$ cat src/rtl/vga_fwd_pkg.sv
package vga_fwd_pkg;
  typedef enum logic [1:0] {
    CMD_MEM_RD = 2'b00,
    CMD_MEM_WR = 2'b01,
    CMD_IO_RD  = 2'b10,
    CMD_IO_WR  = 2'b11
  } vga_cmd_e;

  typedef struct packed {
    logic fwd;
    logic single;
  } vga_decision_t;

  function automatic logic is_io_cmd(input logic [1:0] cmd);
    return cmd[1];
  endfunction
endpackage

$ cat src/rtl/vga_mem_match.sv
module vga_mem_match #(
  parameter int unsigned ADDR_W = 32,
  parameter logic [ADDR_W-1:0] WIN_LO = ADDR_W'(32'h000A_0000),
  parameter logic [ADDR_W-1:0] WIN_HI = ADDR_W'(32'h000B_FFFF)
) (
  input  logic [ADDR_W-1:0] addr,
  output logic              hit
);
  logic above_lo;
  logic below_hi;

  always_comb begin
    above_lo = (addr >= WIN_LO);
    below_hi = (addr <= WIN_HI);
    hit      = above_lo & below_hi;
  end
endmodule

$ cat src/rtl/vga_io_match.sv
module vga_io_match #(
  parameter int unsigned ADDR_W  = 32,
  parameter int unsigned ALIAS_W = 10,
  parameter int unsigned SPACE_W = 16
) (
  input  logic [ALIAS_W-1:0]        low_addr,
  input  logic [ADDR_W-SPACE_W-1:0] high_addr,
  output logic                      legacy_hit,
  output logic                      palette_hit
);
  localparam int unsigned N_RANGES = 2;
  localparam int unsigned N_PAL    = 3;
  localparam logic [N_RANGES-1:0][ALIAS_W-1:0] RNG_LO = {ALIAS_W'(12'h3C0), ALIAS_W'(12'h3B0)};
  localparam logic [N_RANGES-1:0][ALIAS_W-1:0] RNG_HI = {ALIAS_W'(12'h3DF), ALIAS_W'(12'h3BB)};
  localparam logic [N_PAL-1:0][ALIAS_W-1:0]    PAL_AD = {ALIAS_W'(12'h3C9), ALIAS_W'(12'h3C8), ALIAS_W'(12'h3C6)};

  logic [N_RANGES-1:0] rng_hit;
  logic [N_PAL-1:0]    pal_hit;
  logic                space_ok;

  for (genvar gi = 0; gi < N_RANGES; gi++) begin : g_rng
    assign rng_hit[gi] = (low_addr >= RNG_LO[gi]) && (low_addr <= RNG_HI[gi]);
  end

  for (genvar gp = 0; gp < N_PAL; gp++) begin : g_pal
    assign pal_hit[gp] = (low_addr == PAL_AD[gp]);
  end

  always_comb begin
    space_ok    = (high_addr == '0);
    legacy_hit  = space_ok & (|rng_hit);
    palette_hit = space_ok & (|pal_hit);
  end
endmodule

$ cat src/rtl/vga_fwd_policy.sv
module vga_fwd_policy
  import vga_fwd_pkg::*;
(
  input  logic          [1:0] cmd,
  input  logic                mem_hit,
  input  logic                legacy_hit,
  input  logic                palette_hit,
  input  logic                vga_en,
  input  logic                snoop_en,
  output vga_decision_t       decision
);
  logic io_cmd;
  logic mem_take;
  logic io_take;
  logic snoop_take;

  always_comb begin
    io_cmd     = is_io_cmd(cmd);
    mem_take   = !io_cmd && vga_en && mem_hit;
    io_take    = io_cmd && vga_en && legacy_hit;
    // snoop only acts when display-enable is clear; enable wins otherwise
    snoop_take = (cmd == CMD_IO_WR) && snoop_en && !vga_en && palette_hit;
    decision.fwd    = mem_take | io_take | snoop_take;
    decision.single = mem_take && (cmd == CMD_MEM_RD);
  end
endmodule

$ cat src/rtl/vga_fwd_decoder.sv
module vga_fwd_decoder
  import vga_fwd_pkg::*;
#(
  parameter int unsigned ADDR_W  = 32,
  parameter int unsigned BE_W    = 4,
  parameter int unsigned ALIAS_W = 10,
  parameter int unsigned SPACE_W = 16
) (
  input  logic              clk,
  input  logic              rst_n,
  input  logic              txn_valid,
  input  logic [1:0]        txn_cmd,
  input  logic [ADDR_W-1:0] txn_addr,
  input  logic [BE_W-1:0]   txn_be,
  input  logic              vga_en,
  input  logic              snoop_en,
  output logic              fwd_o,
  output logic              claim_o,
  output logic              single_o,
  output logic [BE_W-1:0]   be_o
);
  localparam int unsigned HI_W = ADDR_W - SPACE_W;

  logic          mem_hit;
  logic          legacy_hit;
  logic          palette_hit;
  vga_decision_t decision;

  logic            fwd_d,    fwd_q;
  logic            single_d, single_q;
  logic [BE_W-1:0] be_d,     be_q;
  logic            load_en;

  vga_mem_match #(.ADDR_W(ADDR_W)) u_mem (
    .addr (txn_addr),
    .hit  (mem_hit)
  );

  vga_io_match #(.ADDR_W(ADDR_W), .ALIAS_W(ALIAS_W), .SPACE_W(SPACE_W)) u_io (
    .low_addr    (txn_addr[ALIAS_W-1:0]),
    .high_addr   (txn_addr[ADDR_W-1 -: HI_W]),
    .legacy_hit  (legacy_hit),
    .palette_hit (palette_hit)
  );

  vga_fwd_policy u_pol (
    .cmd         (txn_cmd),
    .mem_hit     (mem_hit),
    .legacy_hit  (legacy_hit),
    .palette_hit (palette_hit),
    .vga_en      (vga_en),
    .snoop_en    (snoop_en),
    .decision    (decision)
  );

  // next state: a strobe loads the decision; an idle cycle clears a held result
  always_comb begin
    load_en  = txn_valid | fwd_q | single_q;
    fwd_d    = txn_valid & decision.fwd;
    single_d = txn_valid & decision.single;
    be_d     = (txn_valid & decision.fwd) ? txn_be : '0;
  end

  always_ff @(posedge clk or negedge rst_n) begin
    if (!rst_n) begin
      fwd_q    <= 1'b0;
      single_q <= 1'b0;
      be_q     <= '0;
    end else if (load_en) begin
      fwd_q    <= fwd_d;
      single_q <= single_d;
      be_q     <= be_d;
    end
  end

  assign fwd_o    = fwd_q;
  assign claim_o  = fwd_q;
  assign single_o = single_q;
  assign be_o     = be_q;
endmodule

$ cat config.mk
export PLATFORM = sky130hd
export DESIGN_NAME = vga_fwd_decoder
export DESIGN_NICKNAME = d
export VERILOG_FILES = /design/src/rtl/vga_fwd_pkg.sv /design/src/rtl/vga_mem_match.sv /design/src/rtl/vga_io_match.sv /design/src/rtl/vga_fwd_policy.sv /design/src/rtl/vga_fwd_decoder.sv
export SDC_FILE = /design/constraint.sdc
export NUM_CORES = 1
export LEC_CHECK = 0
export BUFFER_PORTS_ARGS = -buffer_cell sky130_fd_sc_hd__buf_2
export CAP_MARGIN = 20
export CORE_AREA = 2 2 39 41
export DETAILED_ROUTE_END_ITERATION = 7
export DIE_AREA = 0 0 41 43
export GPL_ROUTABILITY_DRIVEN = 0
export PLACE_DENSITY = 0.8
export SLEW_MARGIN = 20
export SYNTH_ARGS = -nofsm -noshare
export SYNTH_HDL_FRONTEND = slang
export SYNTH_SLANG_ARGS = --single-unit
$ cat constraint.sdc
create_clock -name clk -period 1.55 [get_ports clk]
set_clock_uncertainty 0.2 [all_clocks]
set_input_delay 0.0775 -clock clk [delete_from_list [all_inputs] [get_ports clk]]
set_output_delay 0.0775 -clock clk [all_outputs]
set_load 0.005 [all_outputs]
; ---- Word-level counts from Yosys, hierarchy flattened
; Cells that the tools add are included.
[classes]
addsub = 0
multipliers = 0
div = 0
n_lt_le_gt_ge = 6
eq_ne = 4
shifts = 0
muxes = 1
bitwise_logic = 9
n_reduce_logical = 16
[op_table]
columns = operator, n
row1 = $ge 32x20->1 const B, 1
row2 = $le 32x20->1 const B, 1
row3 = $eq 10x10->1 const B, 3
row4 = $ge 10x10->1 const B, 2
row5 = $le 10x10->1 const B, 2
row6 = $logic_not 16->1, 1
row7 = $logic_and 1x1->1, 10
row8 = $and 1x1->1, 5
row9 = $mux 4, 1
row10 = $or 1x1->1, 4
row11 = $reduce_or 3->1, 1
row12 = $eq 2x2->1 const B, 1
row13 = $logic_not 1->1, 2
row14 = $logic_not 2->1, 1
row15 = $reduce_or 2->1, 1
[totals]
reg_bits = 6
latch_bits = 0
mem_bits_rw = 0
mem_bits_ro = 0
in_bits = 43
word_cells = 39
n_memories = 0

; ---- Longest topological paths before layout
; Gate-level depths: netlist of the first run.
[depth]
depth_word = 9
mapped_depth = 5
depth_no_buf = 5

; ---- By module
; From an unflattened synthesis of the first run, not the netlist that was laid out.
[unflattened]
hier_cells = 41
area_unflattened_um2 = 426.7
[modules_own_cells]
columns = mod, instances, cells_each, area_each_um2, seq_area_each_um2
row1 = vga_fwd_decoder, 1, 16, 237.7, 150.1
row2 = vga_io_match, 1, 14, 112.6, 0.0
row3 = vga_mem_match, 1, 5, 43.8, 0.0
row4 = vga_fwd_policy, 1, 6, 32.5, 0.0

; ---- Worst setup path before layout of the first run
; OpenSTA, ideal clock, no wires.
[synth_path]
path_type = in2reg
startpoint = input port txn_addr[22]
endpoint = register be_q[0], in the netlist be_o[0]
setup_ns = 0.077
arrival_time_ns = 0.919
required_time_ns = 1.273
path_slack_ns = 0.354
path_stages = 5
path_cell_list = nor4_1 > and4_1 > and4_1 > a31oi_1 > o21ai_1
[synth_between]
elab_chain_cells = 7
word_cells_on_any_way = 13
classes_between = order compare (2) / mux (1) / bitwise (6) / reduce/logical (4)
[synth_lines]
columns = item, line
row1 = start: declaration, vga_fwd_decoder.sv:13  ; input logic [ADDR_W-1:0] txn_addr,
row2 = $ge 32x20->1 (tied with other cells), vga_mem_match.sv:13  ; above_lo = (addr >= WIN_LO);
row3 = $and 1x1->1 (on tied branches), "vga_mem_match.sv:15, vga_io_match.sv:31"
row4 = $logic_and 1x1->1 (on tied branches), "vga_fwd_policy.sv:19, vga_fwd_policy.sv:20"
row5 = $or 1x1->1, vga_fwd_policy.sv:23  ; decision.fwd = mem_take | io_take | snoop_take;
row6 = $or 1x1->1 *, vga_fwd_policy.sv:23
row7 = $and 1x1->1 *, vga_fwd_decoder.sv:61  ; be_d = (txn_valid & decision.fwd) ? txn_be : '0;
row8 = $mux 4 *, vga_fwd_decoder.sv:61
row9 = end signal: assignment, vga_fwd_decoder.sv:68  ; be_q <= '0;
row10 = end signal: assignment, vga_fwd_decoder.sv:72  ; be_q <= be_d;
row11 = end: declaration, vga_fwd_decoder.sv:31  ; logic [BE_W-1:0] be_d, be_q;
; Every way passes the cells marked *; elsewhere a longest branch is shown, timed or not.
; A chain may end at the register's enable or synchronous reset.

; ---- Worst setup path after layout of the first run
[layout_path]
startpoint = input port txn_valid
endpoint = register be_q[1], in the netlist be_o[1]
[layout_between]
elab_chain_cells = 2
word_cells_on_any_way = 4
classes_between = mux (1) / bitwise (3)
[layout_lines]
columns = item, line
row1 = start: declaration, vga_fwd_decoder.sv:11  ; input logic txn_valid,
row2 = $and 1x1->1 or $or 1x1->1 (tied branches), "vga_fwd_decoder.sv:61, vga_fwd_decoder.sv:58"
row3 = $mux 4 or $or 1x1->1 (tied branches), "vga_fwd_decoder.sv:61, vga_fwd_decoder.sv:58"
; Parallel ways exist; a longest one is shown, timed or not.

==> results of run 1 <==
==> how the worst max path moves through the flow <==
| stage | startpoint | endpoint | slack (ns) | cells after the start |
|---|---|---|---|---|
| global route | txn_valid | be_o[1] | 0.05 | 5 |
| finish | txn_valid | be_o[1] | 0.12 | 5 |
| detailed placement | txn_addr[31] | be_o[2] | 0.11 | 6 |
| global placement | txn_addr[22] | be_o[2] | 0.13 | 6 |
| CTS | txn_valid | be_o[2] | 0.03 | 5 |
| floorplan | txn_addr[22] | be_o[0] | 0.35 | 5 |
==> placed cells by master, fill, tap and decap left out <==
master	n
buf_2	42
nand2_1	9
dlygate4sd3_1	8
dfrtp_1	6
nor2b_1	5
o21ai_1	4
nor4_1	3
clkbuf_4	3
nor3_1	2
and4_1	2
a31oi_1	2
nor2_1	1
nor4bb_1	1
nand3_1	1
mux2i_1	1
inv_1	1
o22ai_1	1
nand4_1	1
and3b_1	1
buf_4	1
==> what timing repair did <==
| item | in CTS | in global routing |
|---|---|---|
| hold buffers | 12 | 0 |
| endpoints found under the setup margin | 0 | 4 |
| resized for setup | 0 | 1 |
| endpoints found under the hold margin | 12 | 0 |
| setup buffers | 0 | 0 |
==> synth_stat cells (2+ instances only) <==
library cell  n
nand2_1       9
dfrtp_1       6
nor2b_1       5
o21ai_1       4
nor4_1        3
a31oi_1       2
and4_1        2
nor3_1        2
==> metal layers <==
metal  wire, um  GRT usage (%)
met2        694           30.9
met4         25           9.33
met1        401           11.3
met5          0              0
met3         82           2.09
==> critical path, delay by kind of cell <==
family | cells | cell delay (ns)
AO/OA/AOI/OAI | 1 | 0.10
AND/OR/NAND/NOR | 2 | 0.51
buffers and inverters | 2 | 0.69
==> power by group <==
| part | leakage [nW] | internal (W) | switching [W] |
|---|---|---|---|
| Combinational | 0.281 | 0.0000560 | 0.0000301 |
| Sequential | 0.0839 | 0.000157 | 0.000000000595 |
| Clock | 0.0138 | 0.0000873 | 0.0000526 |
| Total | 0.378 | 0.000301 | 0.0000828 |
==> registers in the layout (all words and copies together) (netlist names) <==
register	count
be_o	4
claim_o	1
single_o	1
==> area by class of cell <==
cell class / instances / area share (%)
Clock buffer: 3 / 3.27
Inverter: 1 / 0.545
Multi-Input combinational cell: 34 / 28.2
Sequential cell: 6 / 21.8
Tap cell: 16 / 2.91
Timing Repair Buffer: 51 / 43.3
==> cell families after synthesis <==
group / count (synthesis) / share of synthesized area (%)
DFF: 6 / 42.3
and+or+nand+nor: 26 / 40.8
buffers and inverters: 2 / 3.17
muxes: 1 / 2.82
AOI/OAI and AO/OA: 7 / 10.9
==> metrics by stage <==
step,worst slack (ns),cell area [um^2],utilization (%),power [W],hold WS (ns)
global route,0.0518,688,49.7,0.000401,0.124
CTS,0.0324,726,52.4,0.000394,0.0869
finish,0.125,688,49.7,0.000383,0.0878
floorplan,0.354,355,-,0.000177,-0.418
detailed placement,0.107,583,42.1,0.000229,-0.294
global placement,0.134,583,42.1,0.000227,-0.298
==> flow_summary.json, run 1 <==
{
  "status": "complete, no violations",
  "cp-start-kind": "primary input",
  "layout_min_cycle_time_ns": 1.43,
  "first_pass_iters": 4,
  "tns_ns": 0,
  "cts_buffers": 3,
  "slew_headroom_pct": 69.4,
  "post-route-drc-count": 0,
  "hp-class": "primary input to flop",
  "yosysWarnings": 0,
  "dieArea_um2": 1760,
  "leakage_nw": 0.378,
  "fin_nets": 140,
  "cts_max_level": 1,
  "finalSetupViolCount": 0,
  "die_w_um": 41,
  "peakVddDrop_mv": 0.166,
  "synth-seq-area-share_pct": 42.3,
  "ys_ff_latch": 6,
  "synth_area_leaders": "dfrtp_1 42%, nand2_1 9.5%, nor2b_1 8.8%",
  "antenna_found_initial": 0,
  "design.core.area_um2": 1380,
  "postRouteAntennaNets": 0,
  "async_flop_share_pct": 100,
  "grt_overflow": 0,
  "pin_count": 50,
  "area_growth_pct": 93.7,
  "synth_ff_type": "dfrtp_1",
  "final-seq-area_um2": 150,
  "drtIter0Drc": 5,
  "critical-path-max-stage-delay_ns": 0.53,
  "vias": 536,
  "totalWireLength_mm": 1.20,
  "synth_edf_count": 0,
  "synth_top_area_cell": "dfrtp_1",
  "worst_r2r_endpoint": "be_o[1]",
  "multiInputGateArea_um2": 194,
  "synth.top_cell.area_share_pct": 42.3,
  "crit_chain": "dlygate4sd3_1 > buf_4 > nor3_1 > nand2_1 > o21ai_1",
  "r2r_slack_ns": 0.28,
  "slew_viol_final": 0,
  "synth_fp_nets": 85,
  "cts_buffer_depth": 2,
  "grt_pass1_vias": 529,
  "finalHoldViolations": 0,
  "grt_pass1_wl_mm": 1.83,
  "final.period_utilization_pct": 92.0,
  "routed_via_density": 4.83,
  "initial_core_util_pct": 25.7,
  "grt.total_usage_pct": 15.3,
  "syn_area_um2": 355,
  "synth_cell_types": 17,
  "cap_violations": 0,
  "fin_cells": 111,
  "worstHoldStart": "txn_addr[19]",
  "rsz0062_at_grt": "no",
  "clkTransAtPathRegs_ns": 0.04,
  "grt_max_degree": 8,
  "worstRegToRegCells": 3,
  "critPathRequiredTime_ns": 1.51,
  "cts_root_buf": "clkbuf_4",
  "clock_latency_ns": 0.24,
  "tightest_slew_ns": 0.457,
  "critPathKind": "primary input to flop",
  "placed_cells_incl_taps": 100,
  "min_to": "single_o",
  "nFillCells": 133,
  "avgSynthCellArea_um2": 8.46,
  "wl_per_cell_um": 10.8,
  "postSynthCellCount": 42,
  "worstPathArrival_ns": 1.39,
  "cp-end-kind": "flop",
  "p_per_area_nw_per_um2": 557,
  "die_h_um": 43,
  "rows": 14,
  "hold_depth": 3,
  "cts_tree": "done",
  "n_antenna_cell": 0,
  "cp_slowest_cell": "dlygate4sd3_1",
  "numPortBuffers": 43,
  "crit_fanout": 7,
  "regToRegStartpoint": "claim_o",
  "cts_sinks": 6,
  "fmax_mhz": 702,
  "drive_gt1_share_pct": 48.4
}
Power figures use the tool's default switching activity.
==> run 2: changes to the inputs <==
--- a/config.mk
+++ b/config.mk
@@ -12,6 +12,7 @@
 export DIE_AREA = 0 0 41 43
 export GPL_ROUTABILITY_DRIVEN = 0
 export PLACE_DENSITY = 0.8
+export RECOVER_POWER = 25
 export SLEW_MARGIN = 20
 export SYNTH_ARGS = -nofsm -noshare
 export SYNTH_HDL_FRONTEND = slang
==> run 2 against run 1 <==
Effect of this change:
- fmax increased by 0.27%
- core utilization decreased by 0.36 points
- setup slack improved by 0.0039 ns
- first-iteration DRC count is the same
- via count is 0.37% lower
- final cell count is the same
==> flow_summary.json, run 2 (synthesis results as in run 1) <==
{
  "initial_core_util_pct": 25.7,
  "critPathKind": "primary input to flop",
  "drtIter0Drc": 5,
  "area_growth_pct": 92.3,
  "fmax_mhz": 704,
  "post_cts_buffers": 0,
  "p_per_area_nw_per_um2": 561,
  "first_pass_iters": 4,
  "cts_buffers": 3,
  "slew_headroom_pct": 69.0,
  "tns_ns": 0,
  "layout_common_cells": "38 x buf_2, 9 x nand2_1, 8 x dlygate4sd3_1",
  "crit_fanout": 7,
  "cts_root_buf": "clkbuf_4",
  "leakage_nw": 0.361,
  "totalWireLength_mm": 1.20,
  "drive_gt1_share_pct": 44.2,
  "slew_viol_final": 0,
  "design.core.area_um2": 1380,
  "postRouteAntennaNets": 0,
  "nFillCells": 137,
  "tightest_slew_ns": 0.463,
  "routed_via_density": 4.81,
  "cts_buffer_depth": 2,
  "finalHoldViolations": 0,
  "grt_overflow": 0,
  "die_w_um": 41,
  "cap_violations": 0,
  "clock_latency_ns": 0.24,
  "numPortBuffers": 43,
  "dieArea_um2": 1760,
  "peakVddDrop_mv": 0.158,
  "cts_max_level": 1,
  "n_antenna_cell": 0,
  "antenna_found_initial": 0,
  "place_area_um2": 583,
  "final_area_um2": 683,
  "cp-end-kind": "flop",
  "grt_pass1_wl_mm": 1.83,
  "layout_min_cycle_time_ns": 1.42,
  "pin_count": 50,
  "rsz0062_at_grt": "no",
  "hp-class": "primary input to flop",
  "layout_commonest_cell": "buf_2",
  "cts_tree": "done",
  "grt_pass1_vias": 529,
  "cts_sinks": 6,
  "post-route-drc-count": 0,
  "rows": 14,
  "vias": 534,
  "finalSetupViolCount": 0,
  "wl_per_cell_um": 10.8,
  "status": "complete, no violations",
  "worstPathArrival_ns": 1.38,
  "largest_reg_flops": 4,
  "cp-start-kind": "primary input",
  "die_h_um": 43,
  "final.period_utilization_pct": 91.7,
  "critPathRequiredTime_ns": 1.51,
  "clkTransAtPathRegs_ns": 0.04,
  "grt.total_usage_pct": 15.3,
  "grt_max_degree": 8,
  "fin_nets": 140
}
==> run 2: cell types whose count changed in the layout (fill, tap and decap cells not counted), sizes merged <==
| cell | change |
|---|---|
| buf | -3 |
| clkbuf | +3 |
==> run 2: final timing paths <==
| path | slack (ns) | endpoint | cells past startpoint | from |
|---|---|---|---|---|
| min in group asynchronous | 0.59 | be_o[0] | 3 | rst_n |
| setup / recovery | 0.13 | be_o[1] | 5 | txn_valid |
| hold / removal | 0.09 | single_o | 3 | txn_addr[19] |
| setup reg to reg | 0.28 | be_o[1] | 3 | claim_o |
| hold reg to reg | 0.29 | be_o[0] | 2 | be_o[0] |
| max in group asynchronous | 0.35 | be_o[3] | 3 | rst_n |
==> run 2: cell type report <==
type / instances / area (um^2) / area share (%)
inverters: 1 / 3.75 / 0.549
multi-input cells: 34 / 194 / 28.4
well taps: 16 / 20.0 / 2.93
repair buffers: 51 / 293 / 42.9
flip-flops and latches: 6 / 150 / 22.0
clock buffers: 3 / 22.5 / 3.30
==> run 2: through the flow <==
step	hold slack (ns)	setup WS, ns	util, %	total power (W)	std cells
floorplan	-0.418	0.354	-	0.000177	42
CTS	0.0869	0.0324	52.4	0.000394	115
detailed placement	-0.294	0.107	42.1	0.000229	100
finish	0.0873	0.129	49.4	0.000383	111
global route	0.124	0.0518	49.4	0.000401	111
global placement	-0.298	0.134	42.1	0.000227	100
==> run 2: critical path, cell delays in order <==
cell and delay [ns]:
dlygate4sd3_1 0.53, buf_4 0.16, nor3_1 0.39, nand2_1 0.12, o21ai_1 0.11
==> run 2: routing by layer <==
metal,share of wire [%],vias up,track usage [%],wire [um]
li1,-,264,-,-
met1,33,240,11.3,397
met2,57,26,30.9,685
met3,7.6,4,2.09,91
met4,2.1,0,9.33,25
met5,0,-,0,0
==> run 2: timing repair <==
item                                    4_1_cts  5_1_grt
endpoints found under the setup margin        0        4
hold endpoints to repair                     12        0
resized for setup                             0        1
hold buffers                                 12        0
==> run 2: report_power, final <==
part	internal [W]	total, W	switching [W]
registers	0.000157	0.000157	0.000000000615
logic	0.0000560	0.0000860	0.0000300
clock network	0.0000873	0.000140	0.0000525
==> run 3: changes to the inputs <==
--- a/config.mk
+++ b/config.mk
@@ -11,8 +11,7 @@
 export DETAILED_ROUTE_END_ITERATION = 7
 export DIE_AREA = 0 0 41 43
 export GPL_ROUTABILITY_DRIVEN = 0
-export PLACE_DENSITY = 0.8
-export RECOVER_POWER = 25
+export PLACE_DENSITY = 0.73
 export SLEW_MARGIN = 20
 export SYNTH_ARGS = -nofsm -noshare
 export SYNTH_HDL_FRONTEND = slang
==> run 3 against run 2 <==
Effect of this change:
- sequential power hardly changed
- worst hold slack got worse by 0.052 ns
- die area did not move
- cell area rose by 6.2%
- final cell count grew 3.6%
- via count down 1.1%
- register-to-register slack improved by 0.05 ns
- core utilization rose by 3.1 points
- global-route usage is 0.070 points lower
- fmax down 5.6%
- critical endpoint is now be_o[2]
==> flow_summary.json, run 3 (synthesis results as in run 1) <==
{
  "worstPathArrival_ns": 1.41,
  "area_growth_pct": 104,
  "critPathRequiredTime_ns": 1.46,
  "slew_headroom_pct": 69.5,
  "crit_path_frequent_cell": "dlygate4sd3_1",
  "crit_chain": "dlygate4sd3_1 > buf_2 > nand2_1 > dlygate4sd3_1 > o21ai_1",
  "hp-class": "primary input to flop",
  "grt_pass1_vias": 518,
  "crit_fanout": 1,
  "crit_family": "buffers and inverters",
  "cts_max_level": 1,
  "die_h_um": 43,
  "grt.total_usage_pct": 15.2,
  "totalWireLength_mm": 1.12,
  "dp_hpwl_um": 853,
  "final.period_utilization_pct": 97.2,
  "numPortBuffers": 43,
  "postRouteAntennaNets": 0,
  "cts_buffer_depth": 2,
  "critPathKind": "primary input to flop",
  "finalHoldViolations": 0,
  "p_per_area_nw_per_um2": 533,
  "setup_slack_ns": 0.0436,
  "worst_r2r_endpoint": "be_o[1]",
  "dieArea_um2": 1760,
  "leakage_nw": 0.389,
  "post_cts_buffers": 0,
  "cp-end-kind": "flop",
  "critical-path-max-stage-delay_ns": 0.56,
  "final_area_um2": 726,
  "wl_per_cell_um": 9.77,
  "worstHoldStart": "txn_valid",
  "whs_ns": 0.0352,
  "place_area_um2": 583,
  "vias": 528,
  "cts_resized": 0,
  "routed_via_density": 4.59,
  "tns_ns": 0,
  "cp-start-kind": "primary input",
  "layout_common_cells": "43 x buf_2, 12 x dlygate4sd3_1, 9 x nand2_1",
  "cts_tree": "done",
  "cts_root_buf": "clkbuf_4",
  "status": "complete, no violations",
  "antenna_found_initial": 0,
  "layout_min_cycle_time_ns": 1.51,
  "grt_max_degree": 7,
  "regToRegStartpoint": "claim_o",
  "rows": 14,
  "peakVddDrop_mv": 0.258,
  "dp_worst_setup_slack_ns": 0.0617,
  "pin_count": 50,
  "drive_gt1_share_pct": 46.5,
  "largest_reg_flops": 4,
  "first_pass_iters": 4,
  "ctsHoldBuffers": 12,
  "slew_viol_final": 0,
  "r2r_slack_ns": 0.33,
  "post-route-drc-count": 0,
  "fmax_mhz": 664,
  "grt_pass1_wl_mm": 1.84,
  "path_depth": 5,
  "grt_overflow": 0,
  "clock_latency_ns": 0.23,
  "fin_nets": 144,
  "min_to": "be_o[2]",
  "layout_commonest_cell": "buf_2",
  "clkTransAtPathRegs_ns": 0.04,
  "finalSetupViolCount": 0,
  "cap_violations": 0,
  "n_antenna_cell": 0,
  "cp_slowest_cell": "dlygate4sd3_1",
  "tightest_slew_ns": 0.456,
  "design.core.area_um2": 1380,
  "hold_depth": 4,
  "die_w_um": 41,
  "worstRegToRegCells": 3,
  "critPathBufInv": 3,
  "cts_sinks": 6,
  "initial_core_util_pct": 25.7,
  "cts_buffers": 3,
  "rsz0062_at_grt": "no",
  "drtIter0Drc": 3
}
[run 3: cell count changes in the layout (fill, tap and decap cells not counted), sizes merged]
cell / change
clkbuf: -3
buf: +3
dlygate4sd3: +4
[run 3: metal layers]
layer	vias to the layer above	global-route usage (%)	wire [um]
li1	268	-	-
met1	228	14.3	412
met2	32	27.8	599
met3	0	3.14	111
met4	0	8.00	0
met5	-	0	0
[run 3: layout make-up]
cell class | instances | area (um^2)
multi-input combinational | 34 | 194
sequential | 6 | 150
clock buffer | 3 | 22.5
fill | 132 | 658
tap | 16 | 20.0
timing repair buffer | 55 | 335
inverter | 1 | 3.75
[run 3: through the flow]
| step | std cells | power, W | util (%) |
|---|---|---|---|
| after floorplan | 42 | 0.000177 | - |
| after global placement | 100 | 0.000228 | 42.1 |
| after detailed placement | 100 | 0.000230 | 42.1 |
| after CTS | 115 | 0.000395 | 52.4 |
| after global routing | 115 | 0.000422 | 52.4 |
| final | 115 | 0.000387 | 52.4 |
[run 3: how the worst max path moves through the flow]
stage	startpoint	endpoint	slack (ns)
5_1_grt	txn_be[2]	be_o[2]	0.01
2_1_floorplan	txn_addr[22]	be_o[0]	0.35
3_5_place_dp	txn_addr[5]	be_o[2]	0.06
6_report	txn_be[2]	be_o[2]	0.04
3_3_place_gp	txn_addr[5]	be_o[2]	0.09
4_1_cts	txn_be[1]	be_o[1]	0.07
[run 3: worst min-delay path, delay by kind of cell]
kind	cells	cell delay, ns
buffers and inverters	1	0.13
and+or+nand+nor	2	0.17
AOI/OAI and AO/OA	1	0.05
[run 3: power breakdown]
group           switching (W)  internal [W]
Clock               0.0000485     0.0000870
Sequential     0.000000000525      0.000157
Combinational       0.0000321     0.0000619
